`src/rtl/ddr2_seq_pkg.sv`:
```
package ddr2_seq_pkg;

    localparam int BANK_W  = 3;
    localparam int ADDR_W  = 14;
    localparam int STEPS   = 12;
    localparam int STEP_W  = $clog2(STEPS);

    // mode-register field values
    localparam logic [ADDR_W-1:0] MODE_ZERO     = 14'h000;
    localparam logic [ADDR_W-1:0] EXT_DLL_ON    = 14'h400;
    localparam logic [ADDR_W-1:0] MAIN_DLL_RST  = 14'h542;
    localparam logic [ADDR_W-1:0] MAIN_DLL_RUN  = 14'h442;
    localparam logic [ADDR_W-1:0] EXT_OCD_DFLT  = 14'h780;
    localparam logic [ADDR_W-1:0] PALL_A10      = 14'h400;

    typedef enum logic [1:0] {
        K_NOP,
        K_PALL,
        K_REF,
        K_MODE
    } cmd_kind_t;

    typedef enum logic [1:0] {
        S_IDLE,
        S_ISSUE,
        S_WAIT,
        S_DONE
    } seq_state_t;

    typedef struct packed {
        cmd_kind_t         kind;
        logic [BANK_W-1:0] bank;
        logic [ADDR_W-1:0] field;
    } init_cmd_t;

endpackage

```
`src/rtl/ddr2_step_rom.sv`:
```
module ddr2_step_rom
    import ddr2_seq_pkg::*;
(
    input  logic [STEP_W-1:0] step,
    output init_cmd_t         cmd
);

    always_comb begin
        cmd = '{kind: K_NOP, bank: '0, field: MODE_ZERO};
        unique case (step)
            4'd0:  cmd = '{kind: K_NOP,  bank: 3'd0, field: MODE_ZERO};
            4'd1:  cmd = '{kind: K_PALL, bank: 3'd0, field: PALL_A10};
            4'd2:  cmd = '{kind: K_MODE, bank: 3'd2, field: MODE_ZERO};
            4'd3:  cmd = '{kind: K_MODE, bank: 3'd3, field: MODE_ZERO};
            4'd4:  cmd = '{kind: K_MODE, bank: 3'd1, field: EXT_DLL_ON};
            4'd5:  cmd = '{kind: K_MODE, bank: 3'd0, field: MAIN_DLL_RST};
            4'd6:  cmd = '{kind: K_PALL, bank: 3'd0, field: PALL_A10};
            4'd7:  cmd = '{kind: K_REF,  bank: 3'd0, field: MODE_ZERO};
            4'd8:  cmd = '{kind: K_REF,  bank: 3'd0, field: MODE_ZERO};
            4'd9:  cmd = '{kind: K_MODE, bank: 3'd0, field: MAIN_DLL_RUN};
            4'd10: cmd = '{kind: K_MODE, bank: 3'd1, field: EXT_OCD_DFLT};
            4'd11: cmd = '{kind: K_MODE, bank: 3'd1, field: EXT_DLL_ON};
            default: cmd = '{kind: K_NOP, bank: 3'd0, field: MODE_ZERO};
        endcase
    end

endmodule

```
`src/rtl/ddr2_gap_timer.sv`:
```
module ddr2_gap_timer #(
    parameter int GAP_W = 8
) (
    input  logic             clk,
    input  logic             rst_n,
    input  logic             load,
    input  logic [GAP_W-1:0] load_val,
    output logic             expired
);

    logic [GAP_W-1:0] cnt;

    always_ff @(posedge clk or negedge rst_n) begin
        if (!rst_n)
            cnt <= '0;
        else if (load)
            cnt <= load_val;
        else if (cnt != '0)
            cnt <= cnt - 1'b1;
    end

    assign expired = (cnt == '0);

    // the gap counts down one per cycle once loaded
    a_r7_gap_countdown: assert property (@(posedge clk) disable iff (!rst_n)
        (!load && !expired) |=> (cnt == $past(cnt) - 1'b1));

endmodule

```
`src/rtl/ddr2_refresh_timer.sv`:
```
module ddr2_refresh_timer #(
    parameter int REF_W = 16
) (
    input  logic             clk,
    input  logic             rst_n,
    input  logic             enable,
    input  logic [REF_W-1:0] interval,
    output logic             req
);

    logic [REF_W-1:0] cnt;

    always_ff @(posedge clk or negedge rst_n) begin
        if (!rst_n)
            cnt <= '0;
        else if (!enable || cnt == '0)
            cnt <= interval;
        else
            cnt <= cnt - 1'b1;
    end

    assign req = enable && (cnt == '0);

    // every request restarts the full interval
    a_r9_reload_on_req: assert property (@(posedge clk) disable iff (!rst_n)
        req |=> (cnt == $past(interval)));

endmodule

```
`src/rtl/ddr2_bringup_seq.sv`:
```
module ddr2_bringup_seq
    import ddr2_seq_pkg::*;
#(
    parameter int NUM_CS = 2,
    parameter int GAP_W  = 8,
    parameter int REF_W  = 16
) (
    input  logic              clk,
    input  logic              rst_n,
    input  logic              start,
    input  logic [GAP_W-1:0]  gap_cycles,
    input  logic [REF_W-1:0]  refresh_interval,
    output logic              done,
    output logic              refresh_req,
    output logic [NUM_CS-1:0] cs_n,
    output logic              ras_n,
    output logic              cas_n,
    output logic              we_n,
    output logic [BANK_W-1:0] ba,
    output logic [ADDR_W-1:0] addr
);

    localparam int CHIP_W = (NUM_CS > 1) ? $clog2(NUM_CS) : 1;
    localparam logic [STEP_W-1:0] LAST_STEP = STEP_W'(STEPS - 1);
    localparam logic [CHIP_W-1:0] LAST_CHIP = CHIP_W'(NUM_CS - 1);

    seq_state_t        state, state_nx;
    logic [STEP_W-1:0] step;
    logic [CHIP_W-1:0] chip;
    logic              gap_done;
    logic              final_cmd;
    init_cmd_t         cur_cmd;
    logic [NUM_CS-1:0] cs_sel;

    assign final_cmd = (step == LAST_STEP) && (chip == LAST_CHIP);

    ddr2_step_rom u_rom (
        .step (step),
        .cmd  (cur_cmd)
    );

    ddr2_gap_timer #(.GAP_W(GAP_W)) u_gap (
        .clk      (clk),
        .rst_n    (rst_n),
        .load     (state == S_ISSUE),
        .load_val (gap_cycles),
        .expired  (gap_done)
    );

    ddr2_refresh_timer #(.REF_W(REF_W)) u_ref (
        .clk      (clk),
        .rst_n    (rst_n),
        .enable   (state == S_DONE),
        .interval (refresh_interval),
        .req      (refresh_req)
    );

    // next-state logic
    always_comb begin
        state_nx = state;
        unique case (state)
            S_IDLE:  if (start) state_nx = S_ISSUE;
            S_ISSUE: state_nx = S_WAIT;
            S_WAIT:  if (gap_done) state_nx = final_cmd ? S_DONE : S_ISSUE;
            S_DONE:  state_nx = S_DONE;
            default: state_nx = S_IDLE;
        endcase
    end

    // state register and position in the list
    always_ff @(posedge clk or negedge rst_n) begin
        if (!rst_n) begin
            state <= S_IDLE;
            step  <= '0;
            chip  <= '0;
        end else begin
            state <= state_nx;
            if (state == S_IDLE && start) begin
                step <= '0;
                chip <= '0;
            end else if (state == S_WAIT && gap_done && !final_cmd) begin
                if (step == LAST_STEP) begin
                    step <= '0;
                    chip <= chip + 1'b1;
                end else begin
                    step <= step + 1'b1;
                end
            end
        end
    end

    // chip-select decode
    for (genvar g = 0; g < NUM_CS; g++) begin : g_cs
        assign cs_sel[g] = (state == S_ISSUE) && (chip == CHIP_W'(g));
    end
    assign cs_n = ~cs_sel;

    // command bus outputs
    always_comb begin
        ras_n = 1'b1;
        cas_n = 1'b1;
        we_n  = 1'b1;
        ba    = '0;
        addr  = '0;
        done  = (state == S_DONE);
        if (state == S_ISSUE) begin
            ba   = cur_cmd.bank;
            addr = cur_cmd.field;
            unique case (cur_cmd.kind)
                K_NOP:  begin ras_n = 1'b1; cas_n = 1'b1; we_n = 1'b1; end
                K_PALL: begin ras_n = 1'b0; cas_n = 1'b1; we_n = 1'b0; end
                K_REF:  begin ras_n = 1'b0; cas_n = 1'b0; we_n = 1'b1; end
                K_MODE: begin ras_n = 1'b0; cas_n = 1'b0; we_n = 1'b0; end
                default: begin ras_n = 1'b1; cas_n = 1'b1; we_n = 1'b1; end
            endcase
        end
    end

    // never more than one rank selected
    a_r6_single_cs: assert property (@(posedge clk) disable iff (!rst_n)
        $onehot0(~cs_n));

    // a command is always followed by a deselected cycle
    a_r7_deselect_after_cmd: assert property (@(posedge clk) disable iff (!rst_n)
        (cs_n != '1) |=> (cs_n == '1));

    // done is sticky
    a_r8_done_sticky: assert property (@(posedge clk) disable iff (!rst_n)
        done |=> done);

    // no refresh request before initialization completes
    a_r9_req_after_done: assert property (@(posedge clk) disable iff (!rst_n)
        refresh_req |-> done);

endmodule

```
`config.mk`:
```
export PLATFORM = sky130hd
export DESIGN_NAME = ddr2_bringup_seq
export DESIGN_NICKNAME = d
export VERILOG_FILES = /design/src/rtl/ddr2_seq_pkg.sv /design/src/rtl/ddr2_step_rom.sv /design/src/rtl/ddr2_gap_timer.sv /design/src/rtl/ddr2_refresh_timer.sv /design/src/rtl/ddr2_bringup_seq.sv
export SDC_FILE = /design/constraint.sdc
export NUM_CORES = 1
export LEC_CHECK = 0
export BUFFER_PORTS_ARGS = -buffer_cell sky130_fd_sc_hd__buf_2
export CAP_MARGIN = 20
export CORE_MARGIN = 3
export CORE_UTILIZATION = 45
export CTS_CLUSTER_DIAMETER = 30
export CTS_CLUSTER_SIZE = 25
export DETAILED_ROUTE_END_ITERATION = 12
export PLACE_DENSITY = 0.79
export SYNTH_ARGS = -nofsm -noshare
export SYNTH_HDL_FRONTEND = slang
export SYNTH_SLANG_ARGS = --single-unit
```
`constraint.sdc`:
```
create_clock -name clk -period 4.9 [get_ports clk]
set_input_delay 0.49 -clock clk [delete_from_list [all_inputs] [get_ports clk]]
set_output_delay 0.49 -clock clk [all_outputs]
set_load 0.1 [all_outputs]
```
# ---- After elaboration in Yosys (flattened, before gate mapping)
# Memory sizes are Yosys's and may differ from the RTL's.
# Cells that the tools add are included.
dict set report totals {
  in_bits 27
  mem_count 1
  reg_bits 31
  out_inout_bits 24
  romBits 160
}
dict set report classes {
  n_eq_ne 9
  add_sub_neg 4
  reduce_logical 25
  muxes 21
  bitwise_logic 2
}
# memory depth width rd rd_ports_with_merged_regs write_ports line_no
set memory_table {}
lappend memory_table {{(no name shown)} 16 10 1 0 0 ddr2_step_rom.sv:10} ;# unique case (step)
# operator count
set ops {}
lappend ops {{logical NOT 16 bit} 1}
lappend ops {{2-to-1 mux 16 bit} 1}
lappend ops {{2-to-1 mux 8 bit} 2}
lappend ops {{subtractor 16 x 1 -> 16 bit, second input constant} 1}
lappend ops {{2-to-1 mux 14 bit} 1}
lappend ops {{2-to-1 mux 4 bit} 3}
lappend ops {{== test 2 bit, second input constant} 4}
lappend ops {{logical NOT 8 bit} 1}
lappend ops {{one-hot mux 2 bit (4 select lines)} 1}
lappend ops {{nonzero test 8 bit} 1}
lappend ops {{OR reduction 2 bit} 4}
lappend ops {{subtractor 8 x 1 -> 8 bit, second input constant} 1}
lappend ops {{logical AND 1 bit} 7}
lappend ops {{2-to-1 mux 1 bit} 6}
lappend ops {{2-to-1 mux 2 bit} 3}
lappend ops {{one-hot mux 1 bit (2 select lines)} 3}
lappend ops {{nonzero test 2 bit} 3}
lappend ops {{adder 4 x 1 -> 4 bit, second input constant} 1}
lappend ops {{== test 2 x 1 -> 1 bit, second input constant} 2}
lappend ops {{== test 4 bit, second input constant} 1}
lappend ops {{logical NOT 2 bit} 2}
lappend ops {{!= test 2 bit, second input constant} 2}
lappend ops {{AND reduction 2 bit} 2}
lappend ops {{2-to-1 mux 3 bit} 1}
lappend ops {{other kinds (6)} 7}

# ---- Logic depth before layout (Yosys ltp)
# Gate-level depths: netlist of the first run.
dict set report logic_depth {
  depth_word 6
  depth_mapped 9
  ltp_nobuf 7
}

# ---- By module
# From an unflattened synthesis of the first run, not the netlist that was laid out.
dict set report hier_totals {
  cells_unflattened 240
  area_unflattened_um2 2139.6
}
# module cells_per_inst seq_area_each_um2 area_per_inst_um2 n_inst
set modules_own_cells {}
lappend modules_own_cells {ddr2_refresh_timer 89 400.4 865.8 1}
lappend modules_own_cells {ddr2_bringup_seq 61 175.2 528.0 1}
lappend modules_own_cells {ddr2_gap_timer 54 200.2 476.7 1}
lappend modules_own_cells {ddr2_step_rom 36 0.0 269.0 1}

# ---- Worst setup path before layout of the first run
# OpenSTA, ideal clock, no wires.
dict set report synth_timing {
  path_type {register to output}
  start {register step[3]}
  end {output ras_n}
  setup_slack_ns -0.805
  path_stages_with_launch 4
  t_arrival_ns 5.215
  path_cell_list {dfrtp_1 -> clkbuf_1 -> o311ai_0 -> and2_1}
}
dict set report synth_between {
  elab_chain_len 5
  elab_cells_between_ends 8
  classes_between {eq/ne (3); mux (2); reduce/logical (2); memory (1)}
}
# item line_no
set synth_lines {}
lappend synth_lines {{start, declared} ddr2_bringup_seq.sv:28} ;# logic [STEP_W-1:0] step;
lappend synth_lines {{start signal, assigned} ddr2_bringup_seq.sv:86} ;# step <= step + 1'b1;
lappend synth_lines {{memory read (16 x 10 bit) (*)} n/a}
lappend synth_lines {{== test 2 bit or == test 2 x 1 -> 1 bit (tied branches)} ddr2_bringup_seq.sv:109} ;# unique case (cur_cmd.kind)
lappend synth_lines {{OR reduction 3 bit (no source line)} n/a}
lappend synth_lines {{one-hot mux 1 bit (2 select lines) (*)} ddr2_bringup_seq.sv:109}
lappend synth_lines {{2-to-1 mux 1 bit (*)} ddr2_bringup_seq.sv:106} ;# if (state == S_ISSUE) begin
lappend synth_lines {{end, declared} ddr2_bringup_seq.sv:16} ;# output logic ras_n,
# Mark *: on every way between the ends. The rest lies on a longest branch, timed or not.

# ---- Worst setup path in the final report of the first run
dict set report layout_timing {
  start {register u_ref.cnt[0]}
  end {output refresh_req}
}
dict set report layout_between {
  elab_chain_len 2
}
# item line_no
set layout_lines {}
lappend layout_lines {{start, declared} ddr2_refresh_timer.sv:11} ;# logic [REF_W-1:0] cnt;
lappend layout_lines {{start signal, assigned} ddr2_refresh_timer.sv:17} ;# cnt <= interval;
lappend layout_lines {{start signal, assigned} ddr2_refresh_timer.sv:19} ;# cnt <= cnt - 1'b1;
lappend layout_lines {{logical NOT 16 bit} ddr2_refresh_timer.sv:22} ;# assign req = enable && (cnt == '0);
lappend layout_lines {{logical AND 1 bit} ddr2_refresh_timer.sv:22}
lappend layout_lines {{end, declared} ddr2_bringup_seq.sv:14} ;# output logic refresh_req,
# Every way passes these cells.

==> out/qor.yml, run 1 <==
final_cell_area_um2: 2370
crit_path_cell_trace: "inv_1, ha_1, or4b_1, nor2_8, and3_1, buf_2"
avgSynthCellArea_um2: 8.88
cpPeakStageDelay_ns: 0.64
antenna_found_initial: 0
ctsRootBufferMaster: "clkbuf_8"
slew_violations: 0
wl_um: 4110
criticalPathCategory: "flip-flop to output pin"
cp_max_fo: 6
tightest_slew_ns: 0.687
drt-initial-drc-count: 95
wl_per_cell_um: 12.6
peakVddDrop_mv: 0.236
htree_levels: 2
numCtsBuffers: 5
fin_crit_sh: 0.587
multi_input_area_um2: 1160
gp_congestion: 0.805
syn_area_um2: 2080
skew_ns: 0.00844
critPathArrivalTime_ns: 2.39
regArea_um2: 776
rows: 24
path_clk_slew_ns: 0.07
syn-instance-count: 234
placed_area_um2: 2250
status: "completed"
rsz0062_at_grt: "no"
fp.dieH_um: 73.9
dieArea_um2: 5470
yosysSeqAreaShare: 0.373
port_buffers: 41
end_kind: "output pin"
synth_top_cell_area_share: 0.373
ant_nets: 0
leakage_nw: 1.08
clk_path_buf_depth: 2
die_x_um: 73.9
cap_violations: 0
synth_area_leaders: "dfrtp_1 37%, nor2_1 7.4%, ha_1 6.0%"
initial_core_util: 0.471
synth.distinct_cells: 45
finalHoldViolCount: 0
nFillCells: 416
drc: 0
synth_edf_count: 0
tns_ns: 0
pwr_density_cell_nw_per_um2: 563
grt_pass1_vias: 1674
track_usage: 0.166
coreArea_um2: 4410
ios: 51
cp_slowest_cell: "or4b_1"
p_total_w: 0.00133
fmax_mhz: 347
diodes: 0
synth_top_area_cell: "dfrtp_1"
nets: 310
post_cts_buffers: 0
synth_async_sr_flop_share: 1.00
slew_headroom: 0.541
worstHoldPathType: "input port to asynchronous set/reset pin"
place_inst: 317
yosys-top-cells-count: "41 x nor2_1, 31 x dfrtp_1, 21 x a21oi_1"
clk_latency_ns: 0.28
instances_no_fill: 326
cts_resized: 0
dp_hpwl_um: 3090
grt_pass1_wl_um: 7080
globalRoute.totalOverflow: 0
grt_max_degree: 32
synth-main-ff-cell: "dfrtp_1"
cts_tree: "yes"
dr.pass1.iters: 4
viasPerCell: 5.28
num_vias: 1721
crit_path_start_kind: "flip-flop"
r2r_cells: 6
final-setup-viol-count: 0
postCtsHoldBufs: 0
yosysMostFrequentCell: "nor2_1"
fin_util: 0.537
critPathRequiredTime_ns: 4.41
synth-seq-cells: 31
numClockSinks: 31
drive_above_1_share: 0.226
area_growth_pct: 14.2
ys.warnings.count: 0
finalCriticalPeriod_ns: 2.88
-- worst paths after layout --
check                               from            to  slack [ns]
max reg2reg                 u_ref.cnt[0]  u_ref.cnt[0]        2.72
min in group clk           gap_cycles[4]  u_gap.cnt[4]        0.42
min reg2reg                         chip          chip        0.56
min                                rst_n  u_ref.cnt[4]        0.24
max                         u_ref.cnt[0]   refresh_req        2.02
max in group asynchronous          rst_n      state[1]        4.21
-- final cells by class --
type / instances / area share
Multi-Input combinational cell: 183 / 0.490
Sequential cell: 31 / 0.327
Timing Repair Buffer: 42 / 0.0897
Clock buffer: 6 / 0.0348
Tap cell: 52 / 0.0274
Inverter: 10 / 0.0158
Clock inverter: 2 / 0.0148
-- flip-flops by register name (all words and copies together), names as in the netlist --
signal	flops
u_ref.cnt	16
u_gap.cnt	8
state	2
step	4
chip	1
-- stage by stage --
stage          hold WS [ns]  setup WS [ns]
3_5_place_dp          0.540           2.33
6_report              0.245           2.02
4_1_cts               0.274           2.01
5_1_grt               0.303           1.90
3_3_place_gp          0.528           2.39
2_1_floorplan         0.194          0.476
-- layout by cell type, fill, tap and decap left out, types with 4 or more instances in the layout --
master | synthesis | final
a21oi_1 | 21 | 21
a31oi_1 | 4 | 4
buf_2 | 0 | 41
clkbuf_8 | 0 | 6
conb_1 | 1 | 9
dfrtp_1 | 31 | 31
ha_1 | 10 | 10
inv_1 | 10 | 10
mux2i_1 | 6 | 6
nand2_1 | 19 | 19
nand2b_1 | 5 | 5
nor2_1 | 41 | 41
nor3_1 | 6 | 6
o21ai_0 | 9 | 9
xnor2_1 | 9 | 9
xor2_1 | 4 | 4
-- layer usage --
layer | GRT usage | vias to the layer above | routed length (µm)
met3 | 0.0297 | 7 | 181
li1 | - | 859 | -
met1 | 0.206 | 814 | 1880
met4 | 0.0704 | 0 | 72
met5 | 0 | - | 0
met2 | 0.282 | 41 | 1980
-- worst max-delay path, delay by kind of cell (launching register included) --
kind / cells / cell delay (ns)
adder cells (fa/ha/maj): 1 / 0.21
AND/OR/NAND/NOR: 3 / 0.99
buffers and inverters: 2 / 0.51
flip-flops: 1 / 0.40
-- where the power goes --
part,switching (W),leakage (nW),internal [W]
clock network,0.0000940,0.0612,0.000164
registers,0.000151,0.354,0.000376
logic,0.000325,0.663,0.000224
total,0.000570,1.08,0.000765
-- cell families (layout without fill, tap and decap cells) --
logic type	count (synthesis)	count (layout)	synth area share
flops	31	31	0.373
compound gates	44	44	0.127
mux	8	8	0.0416
xor+xnor	13	13	0.0548
simple gates	99	99	0.260
buf+inv	28	60	0.0813
other cells	1	9	0.00181
fa+ha+maj	10	10	0.0602
No activity file was read; power rests on OpenSTA's default activity.
==> run 2, diff against run 1 <==
- ABC_AREA: default -> 1
- PLACE_DENSITY: 0.79 -> 0.78
- clock period: 4.9 -> 2.98 ns (I/O delays scaled with it)
==> out/qor.yml, run 2 <==
peakVddDrop_mv: 0.921  # +290%
largest_reg_flops: 16  # unchanged
cts_tree: "yes"
final-setup-viol-count: 0  # unchanged
diodes: 0  # unchanged
synth-main-ff-cell: "dfrtp_1"
cp_max_fo: 16  # +10
rows: 25  # +4.2%
track_usage: 0.168  # +0.00183
tightest_slew_ns: 0.708  # +0.0216 ns
dp_hpwl_um: 3650  # +18%
dieArea_um2: 6220  # +14%
slew_violations: 0  # unchanged
end_kind: "output pin"
initial_core_util: 0.487  # +0.0161
drt-initial-drc-count: 69  # -27%
cts_resized: 0  # unchanged
yosysMostFrequentCell: "nand2_1"
syn-instance-count: 329  # +41%
synth_area_leaders: "dfrtp_1 32%, nand2_1 16%, inv_1 5.5%"
clk_latency_ns: 0.28  # about the same
die_x_um: 78.9  # +6.7%
htree_levels: 2  # unchanged
finalHoldViolCount: 0  # unchanged
max_flop_register: "u_ref.cnt"
globalRoute.totalOverflow: 0  # unchanged
pwr_density_cell_nw_per_um2: 1020  # +82%
r2r_cells: 7  # +1
criticalPathCategory: "flip-flop to output pin"
rsz0062_at_grt: "no"
reg_top3: "u_ref.cnt x16, u_gap.cnt x8, step x4"
final_common_cell: "nand2_1"
fin_crit_sh: 0.806
synth.distinct_cells: 34  # -24%
grt_pass1_wl_um: 8500  # +20%
fmax_mhz: 416
ios: 51  # unchanged
numClockSinks: 31  # unchanged
leakage_nw: 1.42  # +31%
skew_ns: 0.00430  # -0.00414 ns
syn_area_um2: 2390  # +15%
nFillCells: 514  # +24%
grt_pass1_vias: 2037  # +22%
cap_violations: 0  # unchanged
synth_top_area_cell: "dfrtp_1"
crit_path_start_kind: "flip-flop"
port_buffers: 41  # unchanged
place_inst: 429  # +35%
path_clk_slew_ns: 0.07  # about the same
startpoint: "state[1]"
ant_nets: 0  # unchanged
wl_per_cell_um: 10.8  # -14%
critPathRequiredTime_ns: 2.68  # -1.73 ns
instances_no_fill: 437  # +34%
worstHoldPathType: "input port to asynchronous set/reset pin"
nets: 406  # +31%
finalCriticalPeriod_ns: 2.40
timing.rr.start: "u_ref.cnt[0]"
synth-seq-cells: 31  # unchanged
area_growth_pct: 11.2
fp.dieH_um: 78.9  # +6.7%
post_cts_buffers: 0  # unchanged
status: "completed"
critPathArrivalTime_ns: 2.10  # -0.29 ns
yosysSeqAreaShare: 0.325  # -0.0489
grt_max_degree: 32  # unchanged
gp_congestion: 0.832  # +3.4%
tns_ns: 0  # unchanged
synth_edf_count: 0  # unchanged
viasPerCell: 4.76  # -9.8%
synth_async_sr_flop_share: 1.00  # unchanged
slew_headroom: 0.528  # -0.0133
wl_um: 4720  # +15%
postCtsHoldBufs: 0  # unchanged
clk_path_buf_depth: 2  # unchanged
num_vias: 2080  # +21%
yosys-top-cells-count: "99 x nand2_1, 35 x inv_1, 33 x nor2_1"
avgSynthCellArea_um2: 7.26  # -18%
dr.pass1.iters: 5  # +1
ctsRootBufferMaster: "clkbuf_8"
coreArea_um2: 4910  # +11%
numCtsBuffers: 5  # unchanged
synth_top_cell_area_share: 0.325  # -0.0489
ys.warnings.count: 0  # unchanged
drive_above_1_share: 0.251  # +0.0251
layout_common_cells: "99 x nand2_1, 41 x buf_2, 35 x inv_1"
drc: 0  # unchanged
antenna_found_initial: 0  # unchanged
==> run 2: cell types whose count changed after synthesis, moves of 8 or more <==
cell and change:
nand2_2 +20, a21oi_1 -15, inv_1 +25, nand3_1 +16, nor2_1 -8, nand2_1 +80
==> run 2: metrics by stage <==
step / total power, W / utilization / instance area, µm² / hold slack [ns] / worst slack (ns)
floorplan: 0.00221 / - / 2430 / 0.00241 / 0.0167
global placement: 0.00237 / 0.524 / 2570 / 0.383 / 1.01
detailed placement: 0.00241 / 0.524 / 2570 / 0.395 / 0.889
CTS: 0.00275 / 0.541 / 2660 / 0.0923 / 0.564
global route: 0.00300 / 0.541 / 2660 / 0.120 / 0.389
finish: 0.00272 / 0.541 / 2660 / 0.0647 / 0.577
==> run 2: routing by layer <==
layer / share of wire / wire length, µm / track usage
met5: 0 / 0 / 0
met4: 0.0057 / 27 / 0.0447
met2: 0.50 / 2360 / 0.311
met3: 0.049 / 233 / 0.0340
met1: 0.45 / 2100 / 0.195
==> run 2: where the power goes <==
| part | leakage, nW | switching [W] | internal, W | total, W |
|---|---|---|---|---|
| sequential | 0.373 | 0.000226 | 0.000625 | 0.000851 |
| clock | 0.0422 | 0.000155 | 0.000164 | 0.000318 |
| combinational | 1.00 | 0.00109 | 0.000451 | 0.00155 |
==> run 2: cell type report <==
cell class / instances / area, µm² / area share
Inverter: 36 / 135 / 0.0509
Sequential cell: 31 / 776 / 0.292
Multi-Input combinational cell: 254 / 1380 / 0.518
Timing Repair Buffer: 41 / 205 / 0.0772
Tap cell: 67 / 83.8 / 0.0316
Clock inverter: 1 / 5.00 / 0.00188
Clock buffer: 7 / 76.3 / 0.0287
==> run 2: worst paths after layout <==
kind / to / slack (ns)
min in group clk: u_ref.cnt[5] / 0.22
worst min register to register: u_ref.cnt[0] / 0.46
max in group asynchronous: u_gap.cnt[1] / 2.46
worst max-delay path: addr[8] / 0.58
worst max register to register: u_ref.cnt[4] / 1.37
worst min-delay path: u_ref.cnt[3] / 0.06
==> run 2: cell families (layout without fill, tap and decap cells) <==
kind of cell               Yosys count  after routing  share of synthesized area
and+or+nand+nor                    195            195                      0.396
adders and majority gates           10             10                     0.0524
xor gates and xnor gates             7              7                     0.0257
buffers and inverters               52             85                      0.116
AOI/OAI and AO/OA                   33             33                     0.0838
other                                1              9                    0.00157
DFF                                 31             31                      0.325
==> run 2: critical path, stage by stage (launching register included) <==
cell	delay [ns]
dfrtp_1	0.43
inv_1	0.11
nand2_2	0.18
inv_1	0.34
nand2_1	0.16
o22ai_1	0.15
buf_2	0.44
==> run 3, diff against run 2 <==
- PLACE_DENSITY: 0.78 -> 0.81
- clock period: 2.98 -> 1.96 ns (I/O delays scaled with it)
==> out/qor.yml, run 3 (synthesis results as in run 2) <==
criticalPathCategory: "flip-flop to output pin"
largest_reg_flops: 16  # unchanged
coreArea_um2: 4910  # unchanged
status: "completed"
startpoint: "step[2]"
pwr_density_cell_nw_per_um2: 1520  # +48%
fp.dieH_um: 78.9  # unchanged
rsz0062_at_grt: "no"
final_common_cell: "nand2_1"
dr.pass1.iters: 4  # -1
finalCriticalPeriod_ns: 1.85
ff2ff_setup_slack_ns: 0.37  # -1.00 ns
wl_um: 4970  # +5.3%
worstHoldPathType: "input port to flip-flop"
p_sw_frac: 0.535  # -0.00809
r2r_cells: 8  # +1
nets: 410  # +0.99%
internal_power_w: 0.00206  # +66%
path_clk_slew_ns: 0.07  # about the same
p_total_w: 0.00444  # +63%
ios: 51  # unchanged
place_ws_ns: 0.295  # -0.595 ns
fmax_mhz: 541
num_vias: 2103  # +1.1%
cap_violations: 0  # unchanged
switching_power_w: 0.00237  # +61%
grt_pass1_wl_um: 8670  # +2.0%
globalRoute.totalOverflow: 0  # unchanged
ant_nets: 0  # unchanged
end_kind: "output pin"
die_x_um: 78.9  # unchanged
crit_path_start_kind: "flip-flop"
final-setup-viol-count: 0  # unchanged
fin_crit_sh: 0.943
initial_core_util: 0.487  # unchanged
dp_hpwl_um: 3790  # +3.8%
peakVddDrop_mv: 0.989  # +7.3%
viasPerCell: 4.77  # +0.19%
layout_common_cells: "96 x nand2_1, 32 x inv_1, 30 x nor2_1, 30 x buf_2, 28 x dfrtp_1"
numCtsBuffers: 5  # unchanged
p_seq_frac: 0.296  # -0.017
cts_tree: "yes"
skew_ns: 0.00607  # +0.00178 ns
grt_pass1_vias: 1948  # -4.4%
gp_congestion: 0.879  # +5.6%
wl_per_cell_um: 11.3  # +4.3%
regArea_um2: 779  # +0.48%
clkPwrFrac: 0.113  # -0.004
area_growth_pct: 22.4
timing.rr.start: "u_ref.cnt[0]"
ctsRootBufferMaster: "clkbuf_8"
grt_max_degree: 32  # unchanged
critPathArrivalTime_ns: 1.65  # -0.45 ns
numClockSinks: 31  # unchanged
r2r_end: "u_ref.cnt[5]"
combPwrFrac: 0.592  # +0.023
drc: 0  # unchanged
rows: 25  # unchanged
port_buffers: 41  # unchanged
finalHoldViolCount: 0  # unchanged
diodes: 0  # unchanged
max_flop_register: "u_ref.cnt"
slew_headroom: 0.537  # +0.00931
critPathRequiredTime_ns: 1.76  # -0.92 ns
cp_max_fo: 7  # -9
antenna_found_initial: 0  # unchanged
worst_slack_ns: 0.111  # -0.466 ns
reg_top3: "u_ref.cnt x16, u_gap.cnt x8, step x4"
clk_path_buf_depth: 2  # unchanged
htree_levels: 2  # unchanged
leakage_nw: 1.47  # +4.1%
drive_above_1_share: 0.299  # +0.0481
drt-initial-drc-count: 116  # +68%
slew_violations: 0  # unchanged
track_usage: 0.174  # +0.00635
dieArea_um2: 6220  # unchanged
multi_input_area_um2: 1440  # +4.5%
crit_end: "ba[1]"
nFillCells: 459  # -11%
tightest_slew_ns: 0.694  # -0.0140 ns
clk_latency_ns: 0.29  # about the same
## run 3: through the flow
step                      hold slack, ns  TNS [ns]  cell area (µm²)  instances   util
final                              0.104         0             2930        441  0.596
after global routing              0.0970         0             2930        441  0.596
after CTS                         0.0893         0             2900        440  0.590
after detailed placement           0.294         0             2800        431  0.571
after global placement             0.282         0             2800        431  0.571
after floorplan                  -0.0996    -0.586             2490        337      -
## run 3: final cells by class
class                      count  share of cell area
timing repair buffer          45               0.138
multi-input combinational    254               0.491
clock buffer                   7              0.0261
inverter                      36              0.0479
tap                           67              0.0287
sequential                    31               0.266
clock inverter                 1             0.00171
## run 3: power by group through the flow
stage	combinational, W	sequential, W	clock (W)
3_3_place_gp	0.00254	0.00129	0
5_1_grt	0.00294	0.00136	0.000551
4_1_cts	0.00260	0.00130	0.000521
3_5_place_dp	0.00259	0.00130	0
6_report	0.00262	0.00131	0.000500
2_1_floorplan	0.00221	0.00122	0
## run 3: timing repair
item,CTS,global route
setup buffers,0,1
resized for setup,2,10
pin swaps,1,2
setup endpoints to repair,3,11
hold buffers,1,0
cloned,0,0
hold endpoints to repair,31,0
## run 3: worst min-delay path by stage
stage / from / end / slack, ns / cells past startpoint
after floorplan: rst_n / chip / -0.1 / 0
after global placement: rst_n / u_ref.cnt[3] / 0.28 / 1
after detailed placement: rst_n / u_ref.cnt[7] / 0.29 / 1
after CTS: refresh_interval[0] / u_ref.cnt[0] / 0.09 / 3
after global routing: refresh_interval[12] / u_ref.cnt[12] / 0.1 / 3
final: refresh_interval[0] / u_ref.cnt[0] / 0.10 / 3
## run 3: critical path: stages (launching register included)
cell     delay (ns)
dfrtp_1        0.48
inv_2          0.17
nand2_1        0.14
nor3_4         0.13
buf_2          0.44
## run 3: layer usage
| metal | routed length [µm] | GRT usage | vias to the layer above |
|---|---|---|---|
| li1 | - | - | 1091 |
| met1 | 2190 | 0.218 | 954 |
| met2 | 2440 | 0.295 | 52 |
| met3 | 289 | 0.0499 | 6 |
| met4 | 48 | 0.0447 | 0 |
| met5 | 0 | 0 | - |
